File: config.mk
export PLATFORM = sky130hd
export DESIGN_NAME = csel_adder
export DESIGN_NICKNAME = d
export VERILOG_FILES = /design/src/rtl/csel_pkg.sv /design/src/rtl/csel_ripple.sv /design/src/rtl/csel_inc5.sv /design/src/rtl/csel_group.sv /design/src/rtl/csel_adder.sv
export SDC_FILE = /design/constraint.sdc
export NUM_CORES = 1
export LEC_CHECK = 0
export BUFFER_PORTS_ARGS = -buffer_cell sky130_fd_sc_hd__buf_2
export CAP_MARGIN = 10
export CORE_UTILIZATION = 46
export DETAILED_ROUTE_END_ITERATION = 10
export GPL_TIMING_DRIVEN = 0
export PLACE_DENSITY = 0.9
export REMOVE_ABC_BUFFERS = 1
export SLEW_MARGIN = 20
export SYNTH_ARGS = -nofsm -noshare
export SYNTH_HDL_FRONTEND = slang
export SYNTH_SLANG_ARGS = --single-unit
File: constraint.sdc
create_clock -name vclk -period 5.35
set_clock_uncertainty 0.2 [all_clocks]
set_input_delay 0.2675 -clock vclk [all_inputs]
set_output_delay 0.2675 -clock vclk [all_outputs]
set_load 0.1 [all_outputs]
File: src/rtl/csel_pkg.sv
package csel_pkg;
  // Bits per select group; the increment converter spans GROUP_W + 1 bits.
  localparam int GROUP_W = 4;
endpackage

File: src/rtl/csel_ripple.sv
module csel_ripple #(
  parameter int W = 4
) (
  input  logic [W-1:0] x,
  input  logic [W-1:0] y,
  input  logic         ci,
  output logic [W-1:0] s,
  output logic         co
);
  logic [W:0] chain;
  assign chain[0] = ci;

  for (genvar i = 0; i < W; i++) begin : g_fa
    logic half;
    assign half        = x[i] ^ y[i];
    assign s[i]        = half ^ chain[i];
    assign chain[i+1]  = (x[i] & y[i]) | (half & chain[i]);
  end

  assign co = chain[W];
endmodule

File: src/rtl/csel_inc5.sv
module csel_inc5
  import csel_pkg::*;
(
  input  logic [GROUP_W:0] v,
  output logic [GROUP_W:0] w
);
  // Bit i flips when every lower bit is set; the carry bit is set
  // when it was already set or the low field was all ones.
  assign w[0] = ~v[0];
  for (genvar i = 1; i < GROUP_W; i++) begin : g_bit
    assign w[i] = v[i] ^ (&v[i-1:0]);
  end
  assign w[GROUP_W] = v[GROUP_W] | (&v[GROUP_W-1:0]);
endmodule

File: src/rtl/csel_group.sv
module csel_group
  import csel_pkg::*;
(
  input  logic [GROUP_W-1:0] x,
  input  logic [GROUP_W-1:0] y,
  input  logic               selIn,
  output logic [GROUP_W-1:0] s,
  output logic               co,
  output logic [GROUP_W:0]   zeroRes,
  output logic [GROUP_W:0]   oneRes
);
  logic [GROUP_W-1:0] zeroSum;
  logic               zeroCarry;

  csel_ripple #(.W(GROUP_W)) u_rca (
    .x (x),
    .y (y),
    .ci(1'b0),
    .s (zeroSum),
    .co(zeroCarry)
  );

  assign zeroRes = {zeroCarry, zeroSum};

  csel_inc5 u_inc (
    .v(zeroRes),
    .w(oneRes)
  );

  logic [GROUP_W:0] picked;
  assign picked = selIn ? oneRes : zeroRes;
  assign s      = picked[GROUP_W-1:0];
  assign co     = picked[GROUP_W];
endmodule

File: src/rtl/csel_adder.sv
module csel_adder
  import csel_pkg::*;
#(
  parameter int WIDTH = 16
) (
  input  logic [WIDTH-1:0] a,
  input  logic [WIDTH-1:0] b,
  input  logic             cin,
  output logic [WIDTH-1:0] sum,
  output logic             cout
);
  localparam int NUM_GROUPS = WIDTH / GROUP_W;

  if ((WIDTH % GROUP_W) != 0 || WIDTH < GROUP_W) begin : g_bad_width
    $error("csel_adder: WIDTH must be a positive multiple of 4");
  end

  logic [NUM_GROUPS-1:0]            grpCarry;
  logic [NUM_GROUPS-1:0][GROUP_W:0] zeroRes;
  logic [NUM_GROUPS-1:0][GROUP_W:0] oneRes;

  for (genvar g = 0; g < NUM_GROUPS; g++) begin : g_grp
    localparam int LO = g * GROUP_W;
    if (g == 0) begin : g_base
      csel_ripple #(.W(GROUP_W)) u_base (
        .x (a[LO +: GROUP_W]),
        .y (b[LO +: GROUP_W]),
        .ci(cin),
        .s (sum[LO +: GROUP_W]),
        .co(grpCarry[g])
      );
      assign zeroRes[g] = '0;
      assign oneRes[g]  = '0;
    end else begin : g_sel
      csel_group u_sel (
        .x      (a[LO +: GROUP_W]),
        .y      (b[LO +: GROUP_W]),
        .selIn  (grpCarry[g-1]),
        .s      (sum[LO +: GROUP_W]),
        .co     (grpCarry[g]),
        .zeroRes(zeroRes[g]),
        .oneRes (oneRes[g])
      );
    end
  end

  assign cout = grpCarry[NUM_GROUPS-1];
endmodule

==> results.cfg, run 1 <==
[route]
first_pass_iters = 4
vias_per_cell = 4.52
ant_nets = 0
drc = 0
drt_iter0_drc = 6
drt-wirelength-per-cell_um = 10.4
num_vias = 624
wl_um = 1430

[worst_setup_path]
startpoint_type = input port
cp_top_family = adder cells
worstSetupEndpoint = sum[13]
cp-startpoint = a[0]
path_max_fanout = 6
crit_chain = buf_2 > inv_1 > fa_1 > inv_1 > fa_1 > fa_1 > fa_1 > and4bb_4 > a21o_4 > a31oi_4 > mux2_4 > buf_2
path_buf_inv = 4
cpPeakStageDelay_ns = 0.46
crit_cells = 12
crit_slowest_cell = fa_1
cp-end-kind = primary output
crit_required_ns = 4.88
crit_top_cell = fa_1
arrival_ns = 3.25
worstSetupPathType = input port to primary output

[cts]
cts_resized = 0
cts_hold_buf = 0
cts_post_setup_buffers_inserted = 0

[timing]
slew_headroom = 0.674
hold_viol = 0
fmax_mhz = 269
rsz0062_at_grt = false
finalMaxSlewViolations = 0
tns_ns = 0
period_share = 0.695
layout_setup_ws_ns = 1.63
fin_crit_ns = 3.72
worst_pin_slew_ns = 0.492
setup_viol = 0

[power_and_ir_drop]
leakage_nw = 0.549
peakVddDrop_mv = 0.180
p_per_area_nw_per_um2 = 365
power.total_mw = 0.344

[status]
outcome = completed

[synth]
synth_seq_area_share = 0
netlist_area_sq_um = 673
synth_top_area_frac = 0.387
synthAdderAreaFrac = 0.498
synth_cell_type_count = 19
ys_warn_count = 0
synthMuxAreaShare = 0.0390
synth_area_per_cell_sq_um = 9.22
syn_inst = 73
yosys.area_share.simple = 0.0948
synth_top_family_by_area = adder cells
yosys.area_share.xor_xnor = 0.117
synthTopCellsByArea = fa_1 39%, inv_1 15%, ha_1 11%, xor2_1 6.5%, xnor2_1 5.2%
yosys.area.top_type = fa_1
synth-compound-area-share = 0.100

[floorplan]
core_region_area_sq_um = 1330
die_h_um = 40.3
rows = 13
die-area_sq_um = 1620
die_w_um = 40.3
ioPinCount = 50
initial_core_util = 0.505

[grt]
grt_pass1_wl_um = 2200
grt_pass1_vias = 570
antenna_found_initial = 0
grt_overflow = 0
grt_use_total = 0.197
grt_max_degree = 7

[placement]
dp_hpwl_um = 1360
gp_congestion = 0.626
io_buffers = 50
pre_cts_ws_ns = 1.60

[finish]
area_growth_pct = 40.0
layout.nets = 177
flops_and_latches = 0
nClkBuffers = 0
seqCellArea_sq_um = 0
n_antenna_cell = 0
final_layout_size_suffix_gt1_frac = 0.455
fillers = 115

[hold_path]
hold_path_class = input port to primary output

[run]
maxCapViolCount = 0
## Yosys cell counts, types with 4 or more instances
master and count:
fa_1 13, ha_1 6, inv_1 27, nand2_1 5
xnor2_1 4, xor2_1 5
## power breakdown
group	total, mW	switching [mW]	leakage (nW)	internal (mW)
combinational	0.344	0.276	0.549	0.0683
sequential	0	0	0	0
clock	0	0	0	0
## cell type report
type | count | area (sq um) | area share
Inverter | 27 | 101 | 0.108
Multi-Input combinational cell | 46 | 572 | 0.607
Tap cell | 15 | 18.8 | 0.0199
Timing Repair Buffer | 50 | 250 | 0.266
## stage by stage
step	std cells	hold slack, ns	util	instance area (sq um)
floorplan	73	0.880	-	673
global placement	138	0.925	0.706	942
detailed placement	138	0.941	0.706	942
CTS	138	0.942	0.706	942
global route	138	0.975	0.706	942
finish	138	0.938	0.706	942
## cell families after synthesis
family | after synthesis
AO/OA/AOI/OAI | 7
adder cells (fa/ha/maj) | 19
XOR/XNOR | 9
multiplexers | 2
buffers and inverters | 27
AND/OR/NAND/NOR | 9
## routing by layer
layer  routed length [um]  track usage  vias to the layer above
li1                     -            -                      319
met1                  526        0.201                      269
met2                  778        0.444                       36
met3                  128      0.00556                        0
met4                    0            0                        0
met5                    0            0                        -
## worst min path at each step
stage / cells after the start / to / start
2_1_floorplan: 3 / sum[0] / cin
3_3_place_gp: 4 / sum[4] / b[4]
3_5_place_dp: 4 / sum[4] / b[4]
4_1_cts: 4 / sum[4] / b[4]
5_1_grt: 5 / sum[0] / cin
6_report: 4 / sum[4] / b[4]
## placed cells by master (no fill, tap or decap), types with 4 or more instances in the layout
master / synthesis / layout
nand2_1: 5 / 5
ha_1: 6 / 6
xor2_1: 5 / 5
inv_1: 27 / 27
xnor2_1: 4 / 4
fa_1: 13 / 13
buf_2: 0 / 50
No activity file was read; power rests on OpenSTA's default activity.
==> run 2, diff against run 1 <==
Settings changed: ABC_AREA set to 1, CORE_UTILIZATION 46 to 45, PLACE_DENSITY 0.9 to 0.85.
Clock period 5.35 ns to 3.9 ns, I/O delays scaled along.
==> run 2 against run 1 <==
Against the previous run: the run now ends with DRC left; worst setup slack worse by 0.95 ns; core utilization down 3.9 points; wire length up 12%; critical path type unchanged; critical endpoint is now sum[12].
==> results.cfg, run 2 <==
[synth]
synthAdderAreaFrac = 0.435
netlist_area_sq_um = 771
synthTopCellsByCount = 33 x inv_1, 16 x nand2_1, 13 x fa_1
synth-compound-area-share = 0.0325
synth.most_common_cell = inv_1
yosys.area_share.xor_xnor = 0.0795
ys_warn_count = 0
yosys.area.top_type = fa_1
synthMuxAreaShare = 0
syn_inst = 108
synthTopCellsByArea = fa_1 34%, inv_1 16%, ha_1 9.7%, nand3_1 7.8%, nand2_1 7.8%
synth_top_area_frac = 0.338
yosys.area_share.simple = 0.263
synth_cell_type_count = 18
synth_top_family_by_area = adder cells
synth_area_per_cell_sq_um = 7.14
synth_seq_area_share = 0

[worst_setup_path]
crit_required_ns = 3.50
crit_slowest_cell = fa_1
cp-end-kind = primary output
worstSetupPathType = input port to primary output
cpPeakStageDelay_ns = 0.47
startpoint_type = input port
crit_top_cell = fa_1
path_max_fanout = 9
cp_top_family = adder cells
crit_cells = 15
crit_chain = buf_2 > inv_1 > fa_1 > inv_1 > fa_1 > fa_1 > fa_1 > inv_2 > nor2_4 > nand3_4 > nand2_4 > nand2_2 > nand3_1 > nand2_1 > buf_2
path_buf_inv = 5
arrival_ns = 2.82

[floorplan]
die_w_um = 43.4
rows = 14
initial_core_util = 0.494
ioPinCount = 50
die-area_sq_um = 1880
die_h_um = 43.4
core_region_area_sq_um = 1560

[route]
vias_per_cell = 4.79
first_pass_iters = 7
wl_met3_um = 157
highest_layer = met4
drt_iter0_drc = 20
num_vias = 834
drc = 9
wl_um = 1610
met1Wirelength_um = 520
ant_nets = 0
drt-wirelength-per-cell_um = 9.25
wl_met2_um = 915

[finish]
nClkBuffers = 0
flops_and_latches = 0
utilization = 0.668
seqCellArea_sq_um = 0
layout.nets = 212
n_antenna_cell = 0
final_common_cell = buf_2
final_cell_mix = 50 x buf_2, 33 x inv_1, 16 x nand2_1, 13 x fa_1, 12 x nand3_1
area_growth_pct = 35.1
final_layout_size_suffix_gt1_frac = 0.392

[grt]
grt_pass1_wl_um = 2680
grt_max_degree = 10
grt_use_total = 0.180
grt_pass1_vias = 748
grt_overflow = 0
antenna_found_initial = 0

[cts]
cts_resized = 0
cts_post_setup_buffers_inserted = 0
cts_hold_buf = 0

[power_and_ir_drop]
p_per_area_nw_per_um2 = 489
peakVddDrop_mv = 0.281
leakage_nw = 0.657

[timing]
layout_setup_ws_ns = 0.681
fmax_mhz = 311
fin_crit_ns = 3.22
slew_headroom = 0.676
hold_ws_ns = 0.804
setup_viol = 0
period_share = 0.825
finalMaxSlewViolations = 0
hold_viol = 0
rsz0062_at_grt = false
worst_pin_slew_ns = 0.490

[status]
violations = DRC
outcome = finished with violations

[hold_path]
hold_depth = 5
hold_path_class = input port to primary output

[placement]
gp_congestion = 0.691
pre_cts_ws_ns = 0.663
io_buffers = 50
dp_hpwl_um = 1520

[run]
maxCapViolCount = 0
==> run 2: changes by cell type after synthesis, sizes merged, moves of 2 or more <==
cell / previous run / this run
nand2: 5 / 19
inv: 27 / 39
o21ai: 1 / 4
nand3: 0 / 14
nor2: 1 / 3
mux2: 2 / 0
a31oi: 2 / 0
==> run 2: final cells by class <==
cell class | count | area, sq um
inverters | 39 | 146
repair buffers | 50 | 250
multi-input cells | 69 | 624
well taps | 16 | 20.0
fillers | 135 | 518
==> run 2: path summary, 6_finish.rpt <==
kind / startpoint / to / slack (ns)
worst max-delay path: a[0] / sum[12] / 0.68
worst min-delay path: cin / sum[0] / 0.80
==> run 2: logic make-up (layout without fill, tap and decap cells) <==
logic type      count (synthesis)  count (layout)
buf+inv                        39              89
xor+xnor                        7               7
fa+ha+maj                      19              19
simple gates                   38              38
compound gates                  5               5
==> run 2: layer usage <==
metal | track usage | vias up
li1 | - | 415
met1 | 0.157 | 376
met2 | 0.418 | 41
met3 | 0.0208 | 2
met4 | 0.0188 | 0
met5 | 0 | -
==> run 2: tightest hold or removal path, stage by stage <==
cell and delay, ns:
buf_2 0.09, inv_1 0.05, fa_1 0.15, inv_1 0.03, buf_2 0.28
==> run 2: through the flow <==
stage	area [sq um]	std cells	TNS [ns]	power [mW]
after floorplan	771	108	-0.305	0.437
after global placement	1040	174	0	0.500
after detailed placement	1040	174	0	0.509
after CTS	1040	174	0	0.511
after global routing	1040	174	0	0.538
final	1040	174	0	0.509
==> run 2: power breakdown <==
part,total [mW],internal [mW],switching (mW)
Combinational,0.509,0.0982,0.411
Clock,0,0,0
Sequential,0,0,0
